## config.mk

```make
export PLATFORM = sky130hd
export DESIGN_NAME = phy_mgmt_master
export DESIGN_NICKNAME = d
export VERILOG_FILES = /design/src/rtl/mdio_mgmt_pkg.sv /design/src/rtl/mdio_clk_div.sv /design/src/rtl/mdio_frame_seq.sv /design/src/rtl/phy_mgmt_master.sv
export SDC_FILE = /design/constraint.sdc
export NUM_CORES = 1
export LEC_CHECK = 0
export ABC_CLOCK_PERIOD_IN_PS = 2700
export BUFFER_PORTS_ARGS = -buffer_cell sky130_fd_sc_hd__buf_2
export CAP_MARGIN = 20
export CORE_MARGIN = 4
export CORE_UTILIZATION = 58
export DETAILED_ROUTE_END_ITERATION = 10
export GPL_TIMING_DRIVEN = 0
export HOLD_SLACK_MARGIN = 0.12
export PLACE_DENSITY = 0.79
export SLEW_MARGIN = 20
export SYNTH_ARGS = -nofsm -noshare
export SYNTH_HDL_FRONTEND = slang
export SYNTH_SLANG_ARGS = --single-unit
```

## constraint.sdc

```tcl
create_clock -name clk -period 2.7 [get_ports clk]
set_input_delay 0.54 -clock clk [delete_from_list [all_inputs] [get_ports clk]]
set_output_delay 0.54 -clock clk [all_outputs]
set_load 0.01 [all_outputs]
```

## src/rtl/mdio_mgmt_pkg.sv

```systemverilog
package mdio_mgmt_pkg;

   localparam int CMD_BUSY_BIT = 20;
   localparam int CMD_RD_BIT   = 17;
   localparam int CMD_WR_BIT   = 16;
   localparam int CMD_PHY_LSB  = 8;
   localparam int CMD_REG_LSB  = 0;
   localparam int ADDR_BITS    = 5;
   localparam int WORD_BITS    = 16;
   localparam int RDATA_LSB    = 16;
   localparam int STAT_INV_BIT = 0;

   typedef enum logic [1:0] {
      SEL_CMD  = 2'd0,
      SEL_DATA = 2'd1,
      SEL_STAT = 2'd2,
      SEL_NONE = 2'd3
   } reg_sel_e;

   typedef struct packed {
      logic                 is_rd;
      logic                 is_wr;
      logic [ADDR_BITS-1:0] phy;
      logic [ADDR_BITS-1:0] regn;
   } mgmt_cmd_t;

endpackage

```

## src/rtl/mdio_clk_div.sv

```systemverilog
module mdio_clk_div #(
   parameter int HALF_DIV = 20
) (
   input  logic clk,
   input  logic rst_n,
   input  logic run_i,
   output logic mdc_o,
   output logic rise_o,
   output logic fall_o
);

   logic mdc_q;
   logic edge_now;

   generate
      if (HALF_DIV < 1) begin : g_bad
         $error("HALF_DIV must be at least 1");
      end

      if (HALF_DIV == 1) begin : g_direct
         assign edge_now = run_i;
      end else begin : g_count
         localparam int CW = $clog2(HALF_DIV);
         localparam logic [CW-1:0] LAST = CW'(HALF_DIV - 1);
         logic [CW-1:0] cnt_q;

         always_ff @(posedge clk or negedge rst_n) begin
            if (!rst_n) begin
               cnt_q <= '0;
            end else if (!run_i || cnt_q == LAST) begin
               cnt_q <= '0;
            end else begin
               cnt_q <= cnt_q + 1'b1;
            end
         end

         assign edge_now = run_i && (cnt_q == LAST);
      end
   endgenerate

   always_ff @(posedge clk or negedge rst_n) begin
      if (!rst_n) begin
         mdc_q <= 1'b0;
      end else if (!run_i) begin
         mdc_q <= 1'b0;
      end else if (edge_now) begin
         mdc_q <= ~mdc_q;
      end
   end

   assign mdc_o  = mdc_q;
   assign rise_o = edge_now && !mdc_q;
   assign fall_o = edge_now && mdc_q;


   mdc_idle_low_chk: assert property (@(posedge clk) disable iff (!rst_n)
      !run_i |=> !mdc_o);


   mdc_rise_chk: assert property (@(posedge clk) disable iff (!rst_n)
      rise_o |=> mdc_o);

endmodule

```

## src/rtl/mdio_frame_seq.sv

```systemverilog
module mdio_frame_seq
   import mdio_mgmt_pkg::*;
#(
   parameter int PRE_LEN = 32
) (
   input  logic                 clk,
   input  logic                 rst_n,
   input  logic                 start_i,
   input  logic                 rd_i,
   input  logic [ADDR_BITS-1:0] phy_i,
   input  logic [ADDR_BITS-1:0] reg_i,
   input  logic [WORD_BITS-1:0] wdata_i,
   input  logic                 rise_i,
   input  logic                 fall_i,
   input  logic                 mdio_i,
   output logic                 active_o,
   output logic                 mdio_o,
   output logic                 mdio_oe_o,
   output logic                 done_o,
   output logic [WORD_BITS-1:0] rdata_o,
   output logic                 rinvalid_o
);

   localparam int FLEN   = PRE_LEN + 4 + 2 * ADDR_BITS + 2 + WORD_BITS;
   localparam int CW     = $clog2(FLEN);
   localparam int TA1    = PRE_LEN + 4 + 2 * ADDR_BITS;
   localparam int TA2    = TA1 + 1;
   localparam int DATA0  = TA1 + 2;
   localparam logic [CW-1:0] LAST_IDX = CW'(FLEN - 1);
   localparam logic [CW-1:0] TA1_IDX  = CW'(TA1);
   localparam logic [CW-1:0] TA2_IDX  = CW'(TA2);
   localparam logic [CW-1:0] DAT_IDX  = CW'(DATA0);

   generate
      if (PRE_LEN < 1) begin : g_bad
         $error("PRE_LEN must be at least 1");
      end
   endgenerate

   logic                 active_q;
   logic                 rd_q;
   logic [CW-1:0]        bit_q;
   logic [FLEN-1:0]      sh_q;
   logic                 oe_q;
   logic                 done_q;
   logic [WORD_BITS-1:0] rx_q;
   logic                 inv_q;
   logic [FLEN-1:0]      load_word;

   always_comb begin
      load_word = {{PRE_LEN{1'b1}}, 2'b01,
                   (rd_i ? 2'b10 : 2'b01),
                   phy_i, reg_i,
                   (rd_i ? 2'b11 : 2'b10),
                   (rd_i ? {WORD_BITS{1'b1}} : wdata_i)};
   end

   always_ff @(posedge clk or negedge rst_n) begin
      if (!rst_n) begin
         active_q <= 1'b0;
         rd_q     <= 1'b0;
         bit_q    <= '0;
         sh_q     <= '0;
         oe_q     <= 1'b0;
         done_q   <= 1'b0;
      end else begin
         done_q <= 1'b0;
         if (start_i && !active_q) begin
            active_q <= 1'b1;
            rd_q     <= rd_i;
            bit_q    <= '0;
            sh_q     <= load_word;
            oe_q     <= 1'b1;
         end else if (active_q && fall_i) begin
            if (bit_q == LAST_IDX) begin
               active_q <= 1'b0;
               oe_q     <= 1'b0;
               done_q   <= 1'b1;
            end else begin
               bit_q <= bit_q + 1'b1;
               sh_q  <= {sh_q[FLEN-2:0], 1'b1};
               if (rd_q && (bit_q + 1'b1) == TA1_IDX) begin
                  oe_q <= 1'b0;
               end
            end
         end
      end
   end

   always_ff @(posedge clk or negedge rst_n) begin
      if (!rst_n) begin
         rx_q  <= '0;
         inv_q <= 1'b0;
      end else if (active_q && rd_q && rise_i) begin
         if (bit_q == TA2_IDX) begin
            inv_q <= mdio_i;
         end else if (bit_q >= DAT_IDX) begin
            rx_q <= {rx_q[WORD_BITS-2:0], mdio_i};
         end
      end
   end

   assign active_o   = active_q;
   assign mdio_o     = sh_q[FLEN-1];
   assign mdio_oe_o  = oe_q;
   assign done_o     = done_q;
   assign rdata_o    = rx_q;
   assign rinvalid_o = inv_q;


   rd_release_chk: assert property (@(posedge clk) disable iff (!rst_n)
      (active_q && rd_q && bit_q >= TA1_IDX) |-> !mdio_oe_o);


   idle_release_chk: assert property (@(posedge clk) disable iff (!rst_n)
      !active_q |-> !mdio_oe_o);


   wr_drive_chk: assert property (@(posedge clk) disable iff (!rst_n)
      (active_q && !rd_q) |-> mdio_oe_o);

endmodule

```

## src/rtl/phy_mgmt_master.sv

```systemverilog
module phy_mgmt_master
   import mdio_mgmt_pkg::*;
#(
   parameter int MDC_HALF_DIV = 20,
   parameter int PRE_LEN      = 32
) (
   input  logic        clk,
   input  logic        rst_n,
   input  logic        reg_we,
   input  logic [1:0]  reg_addr,
   input  logic [31:0] reg_wdata,
   output logic [31:0] reg_rdata,
   output logic        mdc,
   output logic        mdio_o,
   output logic        mdio_oe,
   input  logic        mdio_i
);

   generate
      if (CMD_BUSY_BIT > 31 || CMD_PHY_LSB + ADDR_BITS > CMD_WR_BIT) begin : g_bad_map
         $error("command field layout does not fit");
      end
   endgenerate

   mgmt_cmd_t            cmd_q;
   logic                 busy_q;
   logic [31:0]          data_q;
   logic                 inv_q;
   logic                 cmd_we;
   logic                 accept;
   logic                 run;
   logic                 rise;
   logic                 fall;
   logic                 done;
   logic [WORD_BITS-1:0] rx_word;
   logic                 rx_inv;
   logic                 op_ok;

   assign cmd_we = reg_we && (reg_sel_e'(reg_addr) == SEL_CMD);
   assign op_ok  = reg_wdata[CMD_RD_BIT] ^ reg_wdata[CMD_WR_BIT];
   assign accept = cmd_we && !busy_q && reg_wdata[CMD_BUSY_BIT] && op_ok;

   always_ff @(posedge clk or negedge rst_n) begin
      if (!rst_n) begin
         cmd_q  <= '0;
         busy_q <= 1'b0;
      end else if (accept) begin
         cmd_q.is_rd <= reg_wdata[CMD_RD_BIT];
         cmd_q.is_wr <= reg_wdata[CMD_WR_BIT];
         cmd_q.phy   <= reg_wdata[CMD_PHY_LSB +: ADDR_BITS];
         cmd_q.regn  <= reg_wdata[CMD_REG_LSB +: ADDR_BITS];
         busy_q      <= 1'b1;
      end else if (done) begin
         busy_q <= 1'b0;
      end
   end

   always_ff @(posedge clk or negedge rst_n) begin
      if (!rst_n) begin
         data_q <= '0;
         inv_q  <= 1'b0;
      end else begin
         if (reg_we && reg_sel_e'(reg_addr) == SEL_DATA) begin
            data_q <= reg_wdata;
         end else if (done && cmd_q.is_rd) begin
            data_q[RDATA_LSB +: WORD_BITS] <= rx_word;
         end
         if (done && cmd_q.is_rd) begin
            inv_q <= rx_inv;
         end
      end
   end

   always_comb begin
      reg_rdata = '0;
      unique case (reg_sel_e'(reg_addr))
         SEL_CMD: begin
            reg_rdata[CMD_BUSY_BIT]                 = busy_q;
            reg_rdata[CMD_RD_BIT]                   = cmd_q.is_rd;
            reg_rdata[CMD_WR_BIT]                   = cmd_q.is_wr;
            reg_rdata[CMD_PHY_LSB +: ADDR_BITS]     = cmd_q.phy;
            reg_rdata[CMD_REG_LSB +: ADDR_BITS]     = cmd_q.regn;
         end
         SEL_DATA: reg_rdata = data_q;
         SEL_STAT: reg_rdata[STAT_INV_BIT] = inv_q;
         default:  reg_rdata = '0;
      endcase
   end

   mdio_clk_div #(
      .HALF_DIV (MDC_HALF_DIV)
   ) u_div (
      .clk    (clk),
      .rst_n  (rst_n),
      .run_i  (run),
      .mdc_o  (mdc),
      .rise_o (rise),
      .fall_o (fall)
   );

   mdio_frame_seq #(
      .PRE_LEN (PRE_LEN)
   ) u_seq (
      .clk        (clk),
      .rst_n      (rst_n),
      .start_i    (accept),
      .rd_i       (reg_wdata[CMD_RD_BIT]),
      .phy_i      (reg_wdata[CMD_PHY_LSB +: ADDR_BITS]),
      .reg_i      (reg_wdata[CMD_REG_LSB +: ADDR_BITS]),
      .wdata_i    (data_q[WORD_BITS-1:0]),
      .rise_i     (rise),
      .fall_i     (fall),
      .mdio_i     (mdio_i),
      .active_o   (run),
      .mdio_o     (mdio_o),
      .mdio_oe_o  (mdio_oe),
      .done_o     (done),
      .rdata_o    (rx_word),
      .rinvalid_o (rx_inv)
   );


   start_busy_chk: assert property (@(posedge clk) disable iff (!rst_n)
      accept |=> (busy_q && run));


   cmd_hold_chk: assert property (@(posedge clk) disable iff (!rst_n)
      (busy_q && cmd_we) |=> $stable(cmd_q));


   mdio_stable_chk: assert property (@(posedge clk) disable iff (!rst_n)
      (mdc && $past(mdc)) |-> $stable(mdio_o));


   stat_wr_hold_chk: assert property (@(posedge clk) disable iff (!rst_n)
      (done && !cmd_q.is_rd) |=> $stable(inv_q));


   busy_tracks_run_chk: assert property (@(posedge clk) disable iff (!rst_n)
      run |-> busy_q);

endmodule

```

==> out/metrics.sh <==
OUTCOME='completed'
FINALSETUPVIOLATIONS=0
WL_UM=16000
SLEW-LIMIT-HEADROOM_PCT=49.8
DRTITER0DRC=577
DIE_AREA_UM2=13100
IOS=73
CTS_NUM_SINKS=143
INITIAL_UTILIZATION_PCT=60.0
PORT_BUFFER_CELLS=71
SHARE_CLK_OF_TOTAL_POWER_PCT=48.9
SYNTHESIZED_NET_COUNT=643
FINAL_ANTENNA_NET_COUNT=0
WORST_SKEW_PAIR.LATE_LATENCY_NS=0.42
FINAL_AREA_UM2=7780
POWER.SHARE.SEQUENTIAL_PCT=44.8
TIMING_WORST_SETUP_PATH_TYPE='flop to flop'
SYNTH_TOP_CELLS_BY_AREA='sky130_fd_sc_hd__dfrtp_1 (55%), sky130_fd_sc_hd__mux2_2 (7.9%), sky130_fd_sc_hd__nand3_1 (5.4%)'
PLACE_CONGESTION=0.854
TOTAL_LEAKAGE_POWER_nW=3.51
DIE_HEIGHT_UM=114
SYNTH_WARNINGS=0
SW_FRAC_OF_TOTAL_PCT=23.5
POST-ROUTE-PERIOD-UTIL_PCT=91.4
POST-SYNTH-TOP-AREA-FRACTION_PCT=54.5
AVGSYNTHCELLAREA_UM2=10.9
DRIVE_ABOVE_1_SHARE_PCT=24.9
TIMING.FMAX_MHz=405
FINALSETUPTNS_NS=0
CTS_MAX_LEVEL=4
CLKSLEWWORSTSETUPHOLDPATHS_NS=0.06
LAYOUT_MIN_CYCLE_TIME_NS=2.47
HOLD_VIOLATION_TOTAL_FROM_THE_FINAL_REPORT=0
GRT_MAX_DEGREE=92
CELL_INTERNAL_PWR_mW=3.94
GRT_UTIL_ALL_LAYERS_PCT=26.0
NUM-NETS-FINAL=735
GRT_SETUP_UNREPAIRED='false'
FINAL_MAX_SLEW_VIOL_COUNT=0
SHARE_COMB_OF_TOTAL_POWER_PCT=6.3
SETUP.WORST_PATH.START_CLASS='flop'
DETAILEDPLACEMENTHPWL_UM=10700
REQUIRED_NS=3.05
CTS_SETUP_BUFFERS=0
SYNTH_CELL_TYPE_COUNT=44
POWER.DENSITY_nW_PER_UM2=663
CORE_AREA_UM2=10900
CTS_ROOT_BUF='sky130_fd_sc_hd__clkbuf_16'
P_SW_mW=1.21
CRITICAL_PATH.MAX_FANOUT=10
GLOBALROUTE.TOTALOVERFLOW=0
DOMINANTREGCELLSYNTH='sky130_fd_sc_hd__dfrtp_1'
CTS_BUFFER_DEPTH=2
TIMING.CLOCK.SKEW_NS=0.00627
DRTPASS1ITERATIONS=5
CTS_BUFFERS=17
CRIT_ARRIVAL_NS=2.82
SYNTHTOLAYOUTAREAGROWTH_PCT=18.5
ENDPOINT_KIND='flop'
ANTENNA_FOUND_INITIAL=0
CTS_TREE='built'
SYN-INSTANCE-COUNT=602
PLACED_AREA_UM2=7130
WORST_PIN_SLEW_NS=0.753
WIRE_PER_INST_UM=18.9
SYNTHTOPCELLSBYCOUNT='sky130_fd_sc_hd__dfrtp_1 (143), sky130_fd_sc_hd__nand3_1 (71), sky130_fd_sc_hd__nor2_1 (50)'
DRC=0
FP.DIEW_UM=114
DRT-VIAS-PER-INSTANCE=6.10
NUMBER_OF_GLOBAL_ROUTE_VIAS_BEFORE_REPAIR=5327
ASYNCSETRESETFLOPFRACSYNTH_PCT=100
POST_CTS_RESIZED=0
HOLDWS_NS=0.347
ANTENNA-DIODE-COUNT=0
POWER.IR.VDD_WORST_V=0.000547
GRT_FIRST_PASS_WIRELENGTH_UM=26700
CAP_VIOLATIONS=0
LARGEST_AREA_CONTRIBUTOR_IN_THE_NETLIST='sky130_fd_sc_hd__dfrtp_1'
VIA_COUNT=5163
HOLD_BUFFERS=1
NUM_ROWS=38
SYNTH_SEQUENTIAL_AREA_RATIO_PCT=54.5
SYNTH.CELL_AREA_UM2=6560
HOLDCRITPATHCLASS='input pin to flop'
YOSYS_REGISTER_BITS=143
FINAL_CORE_UTIL_PCT=71.1
SYNTH-EDFF-COUNT=0
YOSYS.CELL_COUNT.TOP_TYPE='sky130_fd_sc_hd__dfrtp_1'
## power by group through the flow
stage | sequential [mW] | combinational, mW | clock [mW]
6_report | 2.31 | 0.326 | 2.52
5_1_grt | 2.32 | 0.363 | 2.62
4_1_cts | 2.31 | 0.331 | 2.53
3_5_place_dp | 2.34 | 0.327 | 0
3_3_place_gp | 2.34 | 0.308 | 0
2_1_floorplan | 2.32 | 0.178 | 0
## logic make-up (layout without fill, tap and decap cells)
kind of cell	Yosys count	in the layout	synth area share (%)
AO/OA/AOI/OAI	112	112	10.8
XOR/XNOR	5	5	0.667
adder cells (fa/ha/maj)	3	3	0.572
buffers and inverters	57	162	4.18
flip-flops	143	143	54.5
multiplexers	76	76	12.5
AND/OR/NAND/NOR	206	206	16.8
## critical path, cell delays in order, from the launching register on
cell	delay, ns
sky130_fd_sc_hd__dfrtp_1	0.32
sky130_fd_sc_hd__clkbuf_1	0.27
sky130_fd_sc_hd__and3_1	0.26
sky130_fd_sc_hd__and3_1	0.16
sky130_fd_sc_hd__clkbuf_1	0.24
sky130_fd_sc_hd__clkbuf_1	0.49
sky130_fd_sc_hd__clkbuf_1	0.37
sky130_fd_sc_hd__o21ai_0	0.14
sky130_fd_sc_hd__nand3_1	0.12
## area by class of cell
class                           count  area [um^2]
Buffer                             50          248
Clock buffer                       17          425
Clock inverter                     15          210
Fill cell                         811         3160
Inverter                            7         26.3
Multi-Input combinational cell    402         2710
Sequential cell                   143         3580
Tap cell                          140          175
Timing Repair Buffer               73          403
## state kept, by name (all words and copies together), names as in the netlist
register,cells
u_seq.rinvalid_o,1
busy_q,1
data_q,32
u_seq.rd_q,1
cmd_q,12
inv_q,1
u_div.g_count.cnt_q,5
u_seq.mdio_oe_o,1
u_seq.bit_q,6
u_seq.active_o,1
u_div.mdc_o,1
u_seq.done_o,1
u_seq.sh_q,64
u_seq.rdata_o,16
## worst paths after layout
check                                                    to                              from  slack, ns  cells after the start
hold reg to reg            u_div.g_count.cnt_q[0]$_DFF_PN0_  u_div.g_count.cnt_q[0]$_DFF_PN0_       0.47                      1
hold / removal                        data_q[6]$_DFFE_PN0P_                      reg_wdata[6]       0.35                      2
max in group asynchronous        u_seq.sh_q[53]$_DFFE_PN0P_                             rst_n       1.32                      3
setup / recovery                 u_seq.sh_q[52]$_DFFE_PN0P_        u_seq.bit_q[3]$_DFFE_PN0P_       0.23                      8
setup reg to reg                 u_seq.sh_q[52]$_DFFE_PN0P_        u_seq.bit_q[3]$_DFFE_PN0P_       0.23                      8
min in group asynchronous            data_q[23]$_DFFE_PN0P_                             rst_n       0.61                      2
## through the flow
step,power [mW],worst slack [ns],instances
floorplan,2.49,0.408,602
global placement,2.64,-0.859,813
detailed placement,2.67,0.212,814
CTS,5.17,0.251,847
global route,5.30,0.0689,847
finish,5.15,0.233,847
## layout by cell type (no fill, tap or decap), types with 16 or more instances in the layout
cell type	count
sky130_fd_sc_hd__clkbuf_16	17
sky130_fd_sc_hd__mux2i_1	30
sky130_fd_sc_hd__buf_2	76
sky130_fd_sc_hd__nand3_1	71
sky130_fd_sc_hd__nor3_1	16
sky130_fd_sc_hd__nor2_1	50
sky130_fd_sc_hd__clkbuf_1	35
sky130_fd_sc_hd__dfrtp_1	143
sky130_fd_sc_hd__and2_1	28
sky130_fd_sc_hd__a21oi_1	23
sky130_fd_sc_hd__a211oi_1	26
sky130_fd_sc_hd__o21ai_0	41
sky130_fd_sc_hd__mux2_2	46
## metal layers
metal  vias to the layer above  part of all wire, %  global-route usage, %
met5                         -                    0                      0
met3                        27                  5.6                   5.97
met1                      2615                   42                   34.2
met4                         0                  1.5                   7.60
li1                       2342                    -                      -
met2                       179                   50                   43.5
Power figures use the tool's default switching activity.
